==> config.mk <==
export PLATFORM = sky130hd
export DESIGN_NAME = otg_id_ctl
export DESIGN_NICKNAME = d
export VERILOG_FILES = /design/src/rtl/otg_id_pkg.sv /design/src/rtl/otg_id_regctl.sv /design/src/rtl/otg_id_datapath.sv /design/src/rtl/otg_id_ctl.sv
export SDC_FILE = /design/constraint.sdc
export NUM_CORES = 1
export LEC_CHECK = 0
export ABC_AREA = 1
export BUFFER_PORTS_ARGS = -buffer_cell sky130_fd_sc_hd__buf_2
export CAP_MARGIN = 20
export CELL_PAD_IN_SITES_DETAIL_PLACEMENT = 0
export CELL_PAD_IN_SITES_GLOBAL_PLACEMENT = 1
export CORE_MARGIN = 2
export CORE_UTILIZATION = 30
export CTS_CLUSTER_SIZE = 16
export DETAILED_ROUTE_END_ITERATION = 7
export PLACE_DENSITY = 0.8
export REMOVE_ABC_BUFFERS = 1
export SLEW_MARGIN = 5
export SYNTH_ARGS = -nofsm -noshare
export SYNTH_HDL_FRONTEND = slang
export SYNTH_SLANG_ARGS = --single-unit
==> constraint.sdc <==
create_clock -name clk -period 2.5 [get_ports clk]
set_input_delay 0.125 -clock clk [delete_from_list [all_inputs] [get_ports clk]]
set_output_delay 0.125 -clock clk [all_outputs]
set_load 0.005 [all_outputs]
==> src/rtl/otg_id_pkg.sv <==
package otg_id_pkg;

  localparam int DATA_W = 8;

  // control register field positions
  localparam int CTL_EN_BIT   = 7;
  localparam int CTL_HOST_BIT = 6;
  localparam int CTL_FRZ_BIT  = 5;
  localparam int CTL_PAD_BIT  = 4;
  localparam int CTL_IDIE_BIT = 1;
  localparam int CTL_VBIE_BIT = 0;

  // bit 1 of both the status and the interrupt registers
  localparam int ID_BIT = 1;

  typedef enum logic [1:0] {
    RD_NONE = 2'd0,
    RD_CTL  = 2'd1,
    RD_STAT = 2'd2,
    RD_INT  = 2'd3
  } rdSel_e;

  typedef struct packed {
    logic   ctlWr;
    logic   flagClr;
    rdSel_e rdSel;
  } busStrobe_t;

  typedef struct packed {
    logic       en;
    logic       host;
    logic       frz;
    logic       pad;
    logic [1:0] rsv;
    logic       idIe;
    logic       vbIe;
  } ctlReg_t;

endpackage

==> src/rtl/otg_id_regctl.sv <==
module otg_id_regctl
  import otg_id_pkg::*;
#(
  parameter int ADDR_W    = 8,
  parameter int CTL_ADDR  = 'hE1,
  parameter int STAT_ADDR = 'hE2,
  parameter int INT_ADDR  = 'hE3
) (
  input  logic [ADDR_W-1:0] regAddr,
  input  logic              regWe,
  input  logic [DATA_W-1:0] regWdata,
  output busStrobe_t        strobe
);

  localparam logic [ADDR_W-1:0] CtlA  = ADDR_W'(CTL_ADDR);
  localparam logic [ADDR_W-1:0] StatA = ADDR_W'(STAT_ADDR);
  localparam logic [ADDR_W-1:0] IntA  = ADDR_W'(INT_ADDR);

  logic hitCtl, hitStat, hitInt;

  assign hitCtl  = (regAddr == CtlA);
  assign hitStat = (regAddr == StatA);
  assign hitInt  = (regAddr == IntA);

  always_comb begin
    strobe         = '0;
    strobe.ctlWr   = regWe && hitCtl;
    // writing 0 to the flag bit clears it; writing 1 does nothing
    strobe.flagClr = regWe && hitInt && !regWdata[ID_BIT];
    if (hitCtl)       strobe.rdSel = RD_CTL;
    else if (hitStat) strobe.rdSel = RD_STAT;
    else if (hitInt)  strobe.rdSel = RD_INT;
    else              strobe.rdSel = RD_NONE;
  end

endmodule

==> src/rtl/otg_id_datapath.sv <==
module otg_id_datapath
  import otg_id_pkg::*;
#(
  parameter int SYNC_STAGES = 2
) (
  input  logic              clk,
  input  logic              rstN,
  input  logic              idPin,
  input  busStrobe_t        strobe,
  input  logic [DATA_W-1:0] regWdata,
  output logic [DATA_W-1:0] regRdata,
  output ctlReg_t           ctlQ,
  output logic              idLevel,
  output logic              idFlag,
  output logic              irq
);

  localparam int LastStage = SYNC_STAGES - 1;

  // synchronizer chain, preloaded high (= no plug)
  logic [SYNC_STAGES-1:0] syncQ;

  for (genvar s = 0; s < SYNC_STAGES; s++) begin : g_sync
    if (s == 0) begin : g_first
      always_ff @(posedge clk or negedge rstN) begin
        if (!rstN) syncQ[0] <= 1'b1;
        else       syncQ[0] <= idPin;
      end
    end else begin : g_next
      always_ff @(posedge clk or negedge rstN) begin
        if (!rstN) syncQ[s] <= 1'b1;
        else       syncQ[s] <= syncQ[s-1];
      end
    end
  end

  assign idLevel = syncQ[LastStage];

  // edge detection on the synchronized level
  logic idPrev;
  logic idEdge;

  always_ff @(posedge clk or negedge rstN) begin
    if (!rstN) idPrev <= 1'b1;
    else       idPrev <= idLevel;
  end

  assign idEdge = idLevel ^ idPrev;

  // sticky flag: a new edge wins over a clearing write
  always_ff @(posedge clk or negedge rstN) begin
    if (!rstN)               idFlag <= 1'b0;
    else if (idEdge)         idFlag <= 1'b1;
    else if (strobe.flagClr) idFlag <= 1'b0;
  end

  // control register
  ctlReg_t wrVal;

  always_comb begin
    wrVal      = ctlReg_t'(regWdata);
    wrVal.rsv  = 2'b00;
    // with the enable low, the bank select and the freeze stay at reset
    wrVal.host = regWdata[CTL_HOST_BIT] & regWdata[CTL_EN_BIT];
    wrVal.frz  = regWdata[CTL_FRZ_BIT] & regWdata[CTL_EN_BIT];
  end

  always_ff @(posedge clk or negedge rstN) begin
    if (!rstN)             ctlQ <= '0;
    else if (strobe.ctlWr) ctlQ <= wrVal;
  end

  assign irq = idFlag & ctlQ.idIe;

  // read mux
  always_comb begin
    regRdata = '0;
    unique case (strobe.rdSel)
      RD_CTL:  regRdata = ctlQ;
      RD_STAT: regRdata[ID_BIT] = idLevel;
      RD_INT:  regRdata[ID_BIT] = idFlag;
      default: regRdata = '0;
    endcase
  end

endmodule

==> src/rtl/otg_id_ctl.sv <==
module otg_id_ctl
  import otg_id_pkg::*;
#(
  parameter int ADDR_W      = 8,
  parameter int SYNC_STAGES = 2,
  parameter int CTL_ADDR    = 'hE1,
  parameter int STAT_ADDR   = 'hE2,
  parameter int INT_ADDR    = 'hE3
) (
  input  logic              clk,
  input  logic              rstN,
  input  logic              idPin,
  input  logic [ADDR_W-1:0] regAddr,
  input  logic              regWe,
  input  logic [7:0]        regWdata,
  output logic [7:0]        regRdata,
  output logic              irq,
  output logic              usbEnable,
  output logic              hostBank,
  output logic              clkFreeze,
  output logic              padEnable,
  output logic              coreClkEn
);

  busStrobe_t strobe;
  ctlReg_t    ctlQ;
  logic       idLevel;
  logic       idFlag;
  logic       flagClr;
  logic       idIe;

  otg_id_regctl #(
    .ADDR_W   (ADDR_W),
    .CTL_ADDR (CTL_ADDR),
    .STAT_ADDR(STAT_ADDR),
    .INT_ADDR (INT_ADDR)
  ) u_regctl (
    .regAddr (regAddr),
    .regWe   (regWe),
    .regWdata(regWdata),
    .strobe  (strobe)
  );

  otg_id_datapath #(
    .SYNC_STAGES(SYNC_STAGES)
  ) u_datapath (
    .clk     (clk),
    .rstN    (rstN),
    .idPin   (idPin),
    .strobe  (strobe),
    .regWdata(regWdata),
    .regRdata(regRdata),
    .ctlQ    (ctlQ),
    .idLevel (idLevel),
    .idFlag  (idFlag),
    .irq     (irq)
  );

  assign flagClr   = strobe.flagClr;
  assign idIe      = ctlQ.idIe;
  assign usbEnable = ctlQ.en;
  assign hostBank  = ctlQ.host;
  assign clkFreeze = ctlQ.frz;
  assign padEnable = ctlQ.pad;
  assign coreClkEn = ctlQ.en & ~ctlQ.frz;

endmodule

* After elaboration in Yosys (flattened, before gate mapping)
Index checks and enable logic that the tools add are counted.
Storage, ports and cells: register bits after elaboration 10, bits of input ports 20, output and inout bits 14, logic and storage cells 35
Operators by class: equal/unequal tests 6, mux-type cells 8, bitwise gates (word level) 6, reduce and logical (&&, ||, !) cells 5
Operators with widths (number):
- == test 8 bit (second input constant) | 3
- two-way mux 2 bit | 3
- two-way mux 6 bit | 1
- bitwise AND 1 bit | 4
- == test 2 bit (second input constant) | 2
- logical AND 1 bit | 3
- two-way mux 1 bit | 3
- one-hot mux 1 bit (3 select lines) | 1
- == test 2 x 1 -> 1 bit (second input constant) | 1
- nonzero test 2 bit | 1
- logical NOT 1 bit | 1
- NOT 1 bit | 1
- bitwise XOR 1 bit | 1

* Depth between registers and ports, before layout
Gate-level depths: netlist (run 1).
depth in word-level cells 6, mapped depth 7, gate-level depth less buffers 6

* Cells and area by module
Synthesis (run 1) repeated with hierarchy kept, for this count alone.
Unflattened totals: cell total of the unflattened synthesis 78, area total of the unflattened synthesis 575.6 µm²
By module, submodules not included:
- otg_id_datapath | times used 1, cells each 55, area an instance 476.7 µm², seq. area each 254.0 µm²
- otg_id_regctl | times used 1, cells each 21, area an instance 88.8 µm², seq. area each 0.0 µm²
- otg_id_ctl | times used 1, cells each 2, area an instance 10.0 µm², seq. area each 0.0 µm²

* Worst setup path before layout (run 1)
Ideal clock, no wire load.
path kind register to output, start point reg u_datapath.syncQ[1] (netlist: u_datapath.idLevel), end point out regRdata[1], data arrival time 0.790 ns, required time 2.375 ns, path slack 1.585 ns, cell stages (with the launch flop) 5, path buffers 0, cells stage by stage dfstp_2 inv_1 nor2_1 nand3_1 nand3_1
Between the ends: cells in the longest elaborated chain, start to end 1
RTL lines:
- start, declared | RTL line otg_id_datapath.sv:21 | logic [SYNC_STAGES-1:0] syncQ;
- start signal, assigned by index | RTL line otg_id_datapath.sv:32 | else syncQ[s] <= syncQ[s-1];
- one-hot mux 1 bit (3 select lines) | RTL line otg_id_datapath.sv:78 | unique case (strobe.rdSel)
- end, declared | RTL line otg_id_ctl.sv:16 | output logic [7:0] regRdata,
No other way between the ends.

* Worst setup path after layout (run 1)
Same ends and word-level chain as after synthesis.

==> results.sh, run 1 <==
export IMPL_dominant_combinational_cell_family_by_area_after_synthesis="simple AND/OR/NAND/NOR gates"
export IMPL_num_fill_cells=219
export IMPL_dieHeight_um=48.4
export IMPL_gpl_final_weighted_congestion=0.737
export IMPL_cp_class="flip-flop to output port"
export IMPL_min_period_over_period_pct=52.6
export IMPL_drt_iter0_drc=6
export IMPL_drive_above_1_share_pct=37.6
export IMPL_setup_viol=0
export IMPL_num_antenna_cells=0
export IMPL_via_count=562
export IMPL_timing_critical_path_arrival_ns=1.19
export IMPL_number_of_ports_placed_on_the_die_boundary=34
export IMPL_grt_start_max_net_pins=13
export IMPL_syn_avg_cell_area_um2=7.67
export IMPL_worst_hold_path_type="input port to flip-flop"
export IMPL_mappedNetlistArea_um2=591
export IMPL_synth_xor_area_share_pct=1.48
export IMPL_cellPowerDensity_mw_per_mm2=424
export IMPL_number_of_buffers_added_by_the_clock_tree_synthesis_step=3
export IMPL_synth_compound_area_share_pct=0
export IMPL_yosys_area_share_adder_pct=0
export IMPL_static_leakage_power_nw=0.465
export IMPL_critical_path_most_common_cell="nand3_1"
export IMPL_final_setup_skew_ns=0.0000749
export IMPL_viasPerCell=4.13
export IMPL_synth_largest_area_cell="dfrtp_1"
export IMPL_yosysTopAreaCellShare_pct=29.7
export IMPL_report_power_total_uw=334
export IMPL_synth_area_mux_share_pct=0
export IMPL_timing_setup_tns_ns=0
export IMPL_first_pass_grt_wire_length_um=2110
export IMPL_synth_area_leaders="dfrtp_1, dfstp_2, nand2_1"
export IMPL_synth_distinct_cells=17
export IMPL_grt_usage_pct=11.4
export IMPL_grt_pass1_vias=532
export IMPL_dp_cells=130
export IMPL_clkTransAtPathRegs_ns=0.07
export IMPL_status="finished, final reports clean"
export IMPL_grt_setup_unrepaired="no"
export IMPL_floorplan_die_area_mm2=0.00234
export IMPL_route_antenna_remaining_nets=0
export IMPL_timing_critical_path_to_type="output port"
export IMPL_antenna_violations_before_repair=0
export IMPL_synth_seq_area_share_pct=43.0
export IMPL_ys_seq_elements=10
export IMPL_multi_input_area_um2=256
export IMPL_core_area_mm2=0.00190
export IMPL_layoutNonFillerInstCount=136
export IMPL_floorplan_initialDensity_pct=31.1
export IMPL_maxCapViolCount=0
export IMPL_clock_root_buffer="clkbuf_4"
export IMPL_hpwl_um=938
export IMPL_cp_data_required_time_ns=2.38
export IMPL_tritoncts="done"
export IMPL_synth_simple_gate_area_share_pct=40.7
export IMPL_power_ir_vdd_worst_mv=0.229
export IMPL_die_width_um=48.4
export IMPL_max_slew_violation_count=0
export IMPL_detail_route_first_pass_iterations=4
export IMPL_nets=130
export IMPL_cpMaxStageDelayCell="dfstp_2"
export IMPL_cts_htree_levels=1
export IMPL_cts_num_sinks=10
export IMPL_area_growth_pct=33.5
export IMPL_yosysWarningCount=0
export IMPL_time_the_final_worst_path_needs_with_i_o_delays_and_setup_ns=1.31
export IMPL_cts_path_max_buffers=2
export IMPL_worst_path_largest_cell_delay_ns=0.55
export IMPL_cts_repair_resize_count=0
export IMPL_synthesis_instances=77
export IMPL_rows=16
export IMPL_regArea_um2=254
export IMPL_latest_clock_arrival_within_the_worst_skew_pair_ns=0.25
export IMPL_placement_io_buffers=29
export IMPL_post_place_ws_ns=1.40
export IMPL_detail_route_drc_violations=0
export IMPL_cell_by_cell_trace_of_the_critical_path="inv_1, nor2_1, nand3_1, nand3_1, buf_2"
export IMPL_leftover_overflow_at_the_end_of_global_routing=0
export IMPL_final_setup_slack_of_the_worst_path_ns=1.19
export IMPL_totalWireLength_um=1150
export IMPL_critical_path_startpoint_type="flip-flop"
export IMPL_critical_path_max_fanout=3
export IMPL_maxClockFrequency_ghz=0.761
export IMPL_wl_per_cell_um=8.49
export IMPL_timing_hold_violations_final=0
[path summary, 6_finish.rpt]
kind                                               start                        endpoint  slack [ns]  cells past startpoint
max in group asynchronous                           rstN   u_datapath.syncQ[0]$_DFF_PN1_        1.99                      2
max                         u_datapath.idLevel$_DFF_PN1_                     regRdata[1]        1.19                      5
min reg2reg                u_datapath.syncQ[0]$_DFF_PN1_    u_datapath.idLevel$_DFF_PN1_        0.36                      0
max reg2reg                 u_datapath.idLevel$_DFF_PN1_   u_datapath.idFlag$_DFFE_PN0P_        1.66                      2
min                                          regWdata[0]  u_datapath.ctlQ[0]$_DFFE_PN0P_        0.13                      3
min in group asynchronous                           rstN  u_datapath.ctlQ[6]$_DFFE_PN0P_        0.25                      2
[cell type report]
class / instances / area share (%)
Tap cell: 27 / 4.29
Timing Repair Buffer: 31 / 21.0
Clock buffer: 4 / 3.33
Multi-Input combinational cell: 50 / 32.5
Inverter: 14 / 6.67
Sequential cell: 10 / 32.2
[cell usage in the layout, fill, tap and decap left out]
| master | instances |
|---|---|
| nor2_1 | 10 |
| dfrtp_1 | 7 |
| dfstp_2 | 3 |
| nand2_1 | 21 |
| xnor2_1 | 1 |
| nand2_2 | 2 |
| nand3_1 | 5 |
| nor2_8 | 1 |
| nand4_1 | 6 |
| inv_1 | 13 |
| buf_2 | 29 |
| conb_1 | 2 |
| inv_2 | 1 |
| nand3_4 | 1 |
| clkbuf_1 | 1 |
| nor2_4 | 1 |
| dlygate4sd3_1 | 2 |
| clkbuf_4 | 3 |
[repair_timing]
item                                    CTS  global route
endpoints found under the setup margin    0             0
buffers inserted                          0             0
hold endpoints to repair                 11             0
hold buffers                              2             0
[registers in the layout (all words and copies together), names as in the netlist]
signal	flops
u_datapath.idPrev	1
u_datapath.idLevel	1
u_datapath.syncQ	1
u_datapath.ctlQ	6
u_datapath.idFlag	1
[routing by layer]
layer,wire length [um],share of wire [%],GRT usage [%],vias up
met5,0,0,0,-
met4,0,0,8.10,0
met3,83,7.2,1.54,0
met2,533,46,17.8,23
met1,537,47,14.6,242
li1,-,-,-,297
[per-stage QoR]
step / hold slack, ns / utilization (%) / area (um^2)
final: 0.127 / 41.4 / 788
after global routing: 0.140 / 41.4 / 788
after CTS: 0.130 / 41.4 / 788
after floorplan: -0.171 / - / 563
after global placement: -0.0114 / 39.0 / 742
after detailed placement: -0.0120 / 39.0 / 742
[cell families (layout without fill, tap and decap cells)]
| kind of cell | count (synthesis) | count (layout) |
|---|---|---|
| other cells | 1 | 2 |
| buf+inv | 18 | 49 |
| simple gates | 47 | 47 |
| flops | 10 | 10 |
| xor+xnor | 1 | 1 |
[power breakdown]
part / switching, mW / internal, mW / leakage, nW
sequential: 0.00433 / 0.170 / 0.123
clock: 0.0505 / 0.0614 / 0.0150
combinational: 0.0263 / 0.0216 / 0.326
[worst max-delay path, delay by kind of cell (launching register included)]
kind,cells,cell delay [ns]
flops,1,0.55
simple gates,3,0.24
buf+inv,2,0.15
[cells in the mapped netlist, drive strengths merged]
library cell	instances
dfstp	3
xnor2	1
nand2	23
nor2	12
inv	14
conb	1
buf	4
nand3	6
nand4	6
dfrtp	7
Power figures use the tool's default switching activity.
==> inputs of run 2 (changes only) <==
--- a/config.mk
+++ b/config.mk
@@ -11,10 +11,10 @@
 export CELL_PAD_IN_SITES_DETAIL_PLACEMENT = 0
 export CELL_PAD_IN_SITES_GLOBAL_PLACEMENT = 1
 export CORE_MARGIN = 2
-export CORE_UTILIZATION = 30
+export CORE_UTILIZATION = 25
 export CTS_CLUSTER_SIZE = 16
 export DETAILED_ROUTE_END_ITERATION = 7
-export PLACE_DENSITY = 0.8
+export PLACE_DENSITY = 0.72
 export REMOVE_ABC_BUFFERS = 1
 export SLEW_MARGIN = 5
 export SYNTH_ARGS = -nofsm -noshare
==> constraint.sdc (replaced) <==
create_clock -name clk -period 1.2 [get_ports clk]
set_input_delay 0.06 -clock clk [delete_from_list [all_inputs] [get_ports clk]]
set_output_delay 0.06 -clock clk [all_outputs]
set_load 0.005 [all_outputs]
==> run 2 against run 1 <==
Compared with the run above:
- the flow now finishes with violations (negative setup slack)
- worst setup slack lost 1.2 ns
- global-route usage is 1.2 points lower
- critical path depth stayed put
- register-to-register slack lost 1.4 ns
- die area grew 18%
- critical path type unchanged
- largest cell class unchanged
==> results.sh, run 2 (same netlist as run 1, synthesis figures left out) <==
export IMPL_status="finished, violations left"
export IMPL_violated_checks="negative setup slack"
export IMPL_grt_setup_unrepaired="yes"
export IMPL_gpl_final_weighted_congestion=0.691
export IMPL_mostFrequentLayoutCell="buf_2"
export IMPL_cellPowerDensity_mw_per_mm2=878
export IMPL_final_core_utilization_pct=35.7
export IMPL_route_antenna_remaining_nets=0
export IMPL_finalInstanceArea_um2=797
export IMPL_max_slew_violation_count=0
export IMPL_cts_num_sinks=10
export IMPL_nets=131
export IMPL_number_of_buffers_added_by_the_clock_tree_synthesis_step=3
export IMPL_floorplan_initialDensity_pct=26.4
export IMPL_core_area_mm2=0.00223
export IMPL_leftover_overflow_at_the_end_of_global_routing=0
export IMPL_clock_root_buffer="clkbuf_4"
export IMPL_power_ir_vdd_worst_mv=0.532
export IMPL_time_the_final_worst_path_needs_with_i_o_delays_and_setup_ns=1.24
export IMPL_worst_hold_path_type="input port to flip-flop"
export IMPL_timing_critical_path_arrival_ns=1.18
export IMPL_drive_above_1_share_pct=39.1
export IMPL_hpwl_um=982
export IMPL_tritoncts="done"
export IMPL_register_name_with_the_most_flops="u_datapath.ctlQ"
export IMPL_drt_iter0_drc=11
export IMPL_number_of_ports_placed_on_the_die_boundary=34
export IMPL_clkTransAtPathRegs_ns=0.06
export IMPL_post_place_ws_ns=0.192
export IMPL_report_power_total_uw=699
export IMPL_cp_data_required_time_ns=1.14
export IMPL_final_setup_slack_of_the_worst_path_ns=-0.0421
export IMPL_layoutNonFillerInstCount=138
export IMPL_cts_htree_levels=1
export IMPL_timing_setup_tns_ns=-0.0421
export IMPL_grt_usage_pct=10.2
export IMPL_setup_viol=1
export IMPL_min_period_over_period_pct=104
export IMPL_grt_pass1_vias=495
export IMPL_viasPerCell=3.89
export IMPL_maxCapViolCount=0
export IMPL_static_leakage_power_nw=0.468
export IMPL_critical_path_startpoint_type="flip-flop"
export IMPL_rows=17
export IMPL_first_pass_grt_wire_length_um=2100
export IMPL_final_setup_skew_ns=0.000260
export IMPL_largest_register_ffs=6
export IMPL_timing_hold_ws_ns=0.0517
export IMPL_grt_start_max_net_pins=13
export IMPL_detail_route_drc_violations=0
export IMPL_dieHeight_um=52.6
export IMPL_wl_per_cell_um=8.86
export IMPL_detail_route_first_pass_iterations=4
export IMPL_most_common_layout_cells="buf_2, nand2_1, inv_1, nor2_1, dfrtp_1"
export IMPL_cp_class="flip-flop to output port"
export IMPL_dpl_cell_area_um2=743
export IMPL_timing_hold_violations_final=0
export IMPL_via_count=537
export IMPL_antenna_violations_before_repair=0
export IMPL_dp_cells=131
export IMPL_num_antenna_cells=0
export IMPL_area_growth_pct=35.0
export IMPL_die_width_um=52.6
export IMPL_maxClockFrequency_ghz=0.805
export IMPL_cts_path_max_buffers=2
export IMPL_placement_io_buffers=29
export IMPL_floorplan_die_area_mm2=0.00277
export IMPL_critical_path_max_fanout=2
export IMPL_latest_clock_arrival_within_the_worst_skew_pair_ns=0.25
export IMPL_totalWireLength_um=1220
export IMPL_timing_critical_path_to_type="output port"
-- run 2: final cells by class --
type | count | area, um^2
clock buffer | 4 | 26.3
fill | 250 | 1440
tap | 28 | 35.0
inverter | 14 | 52.6
timing repair buffer | 32 | 173
multi-input combinational | 50 | 256
sequential | 10 | 254
-- run 2: worst max-delay path: stages, from the launching register on --
cell and delay, ns:
dfstp_2 0.54, inv_2 0.03, nor2_1 0.08, nand3_1 0.08, nand3_1 0.09, buf_2 0.11
-- run 2: what timing repair did --
action | CTS | global route
hold buffers | 2 | 0
gates resized for setup | 0 | 1
pin swaps | 1 | 0
setup endpoints to repair | 1 | 1
endpoints found under the hold margin | 11 | 0
buffers inserted | 1 | 0
-- run 2: power breakdown --
part | switching (mW) | leakage (nW) | internal, mW
logic | 0.0555 | 0.330 | 0.0471
registers | 0.00898 | 0.123 | 0.355
clock network | 0.105 | 0.0150 | 0.128
total | 0.170 | 0.468 | 0.530
-- run 2: path summary, 6_finish.rpt --
kind	slack [ns]	cells after the start	startpoint	end
setup / recovery	-0.04	5	u_datapath.idLevel$_DFF_PN1_	regRdata[1]
hold / removal	0.05	3	regWdata[0]	u_datapath.ctlQ[0]$_DFFE_PN0P_
setup reg to reg	0.27	3	u_datapath.idLevel$_DFF_PN1_	u_datapath.idFlag$_DFFE_PN0P_
hold reg to reg	0.36	0	u_datapath.syncQ[0]$_DFF_PN1_	u_datapath.idLevel$_DFF_PN1_
max in group asynchronous	0.77	2	rstN	u_datapath.idLevel$_DFF_PN1_
min in group asynchronous	0.18	2	rstN	u_datapath.ctlQ[1]$_DFFE_PN0P_
-- run 2: metal layers --
metal  routed length, um  GRT usage [%]  vias up  share of wire [%]
met5                   0              0        -                  0
met4                   0           5.13        0                  0
met3                 141           2.86        0                 12
met2                 492           15.2       23                 40
met1                 588           13.4      217                 48
li1                    -              -      297                  -
==> inputs of run 3 (changes only) <==
--- a/config.mk
+++ b/config.mk
@@ -10,13 +10,15 @@
 export CAP_MARGIN = 20
 export CELL_PAD_IN_SITES_DETAIL_PLACEMENT = 0
 export CELL_PAD_IN_SITES_GLOBAL_PLACEMENT = 1
+export CORE_ASPECT_RATIO = 1.25
 export CORE_MARGIN = 2
 export CORE_UTILIZATION = 25
 export CTS_CLUSTER_SIZE = 16
 export DETAILED_ROUTE_END_ITERATION = 7
-export PLACE_DENSITY = 0.72
+export PLACE_DENSITY = 0.73
 export REMOVE_ABC_BUFFERS = 1
 export SLEW_MARGIN = 5
 export SYNTH_ARGS = -nofsm -noshare
 export SYNTH_HDL_FRONTEND = slang
+export SYNTH_HIERARCHICAL = 1
 export SYNTH_SLANG_ARGS = --single-unit
==> run 3 against run 2 <==
Compared with the run above:
- the flow now finishes without violations
- sequential share of layout area shrank 0.44 points
- via count fell by 0.93%
- die area fell by 4.6%
- global-route usage decreased by 1.1 points
- critical path type unchanged
- clock skew barely moved
- sequential power increased by 3%
==> results.sh, run 3 <==
export IMPL_status="finished, final reports clean"
export IMPL_cts_path_max_buffers=2
export IMPL_gpl_final_weighted_congestion=0.716
export IMPL_detail_route_drc_violations=0
export IMPL_static_leakage_power_nw=0.451
export IMPL_ff2ff_setup_slack_ns=0.37
export IMPL_drt_iter0_drc=4
export IMPL_viasPerCell=3.75
export IMPL_most_common_layout_cells="buf_2, inv_1, nand2_1, nor2_1, dfrtp_1"
export IMPL_time_the_final_worst_path_needs_with_i_o_delays_and_setup_ns=1.14
export IMPL_r2r_start="u_datapath/idLevel$_DFF_PN1_"
export IMPL_wl_per_cell_um=7.98
export IMPL_timing_critical_path_arrival_ns=1.08
export IMPL_rows=19
export IMPL_hpwl_um=874
export IMPL_critical_path_max_fanout=4
export IMPL_worst_r2r_cell_count=3
export IMPL_regArea_um2=254
export IMPL_worstHoldPathCells=3
export IMPL_grt_start_max_net_pins=13
export IMPL_grt_usage_pct=9.19
export IMPL_syn_avg_cell_area_um2=7.38
export IMPL_timing_critical_path_to_type="output port"
export IMPL_floorplan_die_area_mm2=0.00264
export IMPL_timing_hold_ws_ns=0.0156
export IMPL_register_name_with_the_most_flops="u_datapath/ctlQ"
export IMPL_tritoncts="done"
export IMPL_drive_above_1_share_pct=42.3
export IMPL_antenna_violations_before_repair=0
export IMPL_worst_path_largest_cell_delay_ns=0.56
export IMPL_path_depth=3
export IMPL_number_of_buffers_added_by_the_clock_tree_synthesis_step=3
export IMPL_placement_io_buffers=29
export IMPL_clock_root_buffer="clkbuf_4"
export IMPL_mappedNetlistArea_um2=561
export IMPL_dieHeight_um=56.9
export IMPL_timing_hold_violations_final=0
export IMPL_setup_viol=0
export IMPL_floorplan_initialDensity_pct=25.9
export IMPL_final_core_utilization_pct=37.4
export IMPL_num_fill_cells=235
export IMPL_cts_num_sinks=10
export IMPL_cp_class="flip-flop to output port"
export IMPL_multi_input_area_um2=226
export IMPL_grt_pass1_vias=448
export IMPL_route_antenna_remaining_nets=0
export IMPL_die_width_um=46.4
export IMPL_synthesis_instances=76
export IMPL_core_area_mm2=0.00216
export IMPL_number_of_ports_placed_on_the_die_boundary=34
export IMPL_first_pass_grt_wire_length_um=1730
export IMPL_largest_register_ffs=6
export IMPL_maxCapViolCount=0
export IMPL_latest_clock_arrival_within_the_worst_skew_pair_ns=0.25
export IMPL_yosysWarningCount=6
export IMPL_nets=132
export IMPL_final_setup_skew_ns=0.000126
export IMPL_critical_path_startpoint_type="flip-flop"
export IMPL_cpMaxStageDelayCell="dfstp_2"
export IMPL_area_growth_pct=44.2
export IMPL_cellPowerDensity_mw_per_mm2=895
export IMPL_path_delay_family="flip-flops"
export IMPL_worst_hold_path_type="input port to flip-flop"
export IMPL_cts_htree_levels=1
export IMPL_rr_endpoint="u_datapath/idFlag$_DFFE_PN0P_"
export IMPL_worst_hold_startpoint="regWdata[4]"
export IMPL_totalWireLength_um=1130
export IMPL_power_ir_vdd_worst_mv=0.552
export IMPL_leftover_overflow_at_the_end_of_global_routing=0
export IMPL_hold_path_endpoint="u_datapath/ctlQ[4]$_DFFE_PN0P_"
export IMPL_maxClockFrequency_ghz=0.879
export IMPL_mostFrequentLayoutCell="buf_2"
export IMPL_cell_by_cell_trace_of_the_critical_path="nand3_2, nand3_1, buf_2"
export IMPL_clkTransAtPathRegs_ns=0.06
export IMPL_timing_setup_tns_ns=0
export IMPL_max_slew_violation_count=0
export IMPL_via_count=532
export IMPL_cp_data_required_time_ns=1.14
export IMPL_min_period_over_period_pct=94.8
export IMPL_detail_route_first_pass_iterations=3
export IMPL_critPathBufInv=1
export IMPL_num_antenna_cells=0
[run 3: per-stage QoR]
step	setup WS [ns]	instance area, um^2	instances	power (mW)
after floorplan	0.256	538	74	0.426
after global placement	0.109	742	135	0.483
after detailed placement	0.0871	742	135	0.485
after CTS	0.0383	798	142	0.735
after global routing	-0.0131	808	142	0.769
final	0.0619	808	142	0.723
[run 3: power by group]
group          leakage (nW)  total (mW)  switching (mW)  internal (mW)
sequential           0.0962       0.376          0.0126          0.363
clock                0.0150       0.238           0.110          0.128
combinational         0.340       0.110          0.0534         0.0564
[run 3: worst reg2reg max path: stages (launching register included)]
cell and delay (ns):
dfstp_2 0.56, inv_1 0.05, nand2_1 0.05, nand3_1 0.06
[run 3: worst max-delay path by stage]
| stage | start | endpoint |
|---|---|---|
| after floorplan | regAddr[4] | u_datapath/ctlQ[5]$_DFFE_PN0P_ |
| after global placement | regAddr[4] | regRdata[0] |
| after detailed placement | regAddr[4] | regRdata[4] |
| after CTS | u_datapath/idLevel$_DFF_PN1_ | regRdata[1] |
| after global routing | u_datapath/idLevel$_DFF_PN1_ | regRdata[1] |
| final | u_datapath/idLevel$_DFF_PN1_ | regRdata[1] |
[run 3: area by class of cell]
| type | count | share of cell area, % |
|---|---|---|
| repair buffers | 33 | 24.1 |
| clock buffers | 4 | 3.25 |
| flip-flops and latches | 10 | 31.4 |
| multi-input cells | 46 | 28.0 |
| inverters | 18 | 8.36 |
| well taps | 31 | 4.80 |
[run 3: routing by layer]
| layer | routed length, um | vias to the layer above | GRT usage, % |
|---|---|---|---|
| met5 | 0 | - | 0 |
| met4 | 15 | 0 | 7.35 |
| met3 | 74 | 2 | 2.22 |
| met2 | 533 | 18 | 12.7 |
| met1 | 510 | 223 | 11.8 |
| li1 | - | 289 | - |
[run 3: what timing repair did]
action	4_1_cts	5_1_grt
gates resized for setup	0	3
setup buffers	0	0
hold buffers	3	0
endpoints found under the setup margin	0	6
endpoints found under the hold margin	12	0
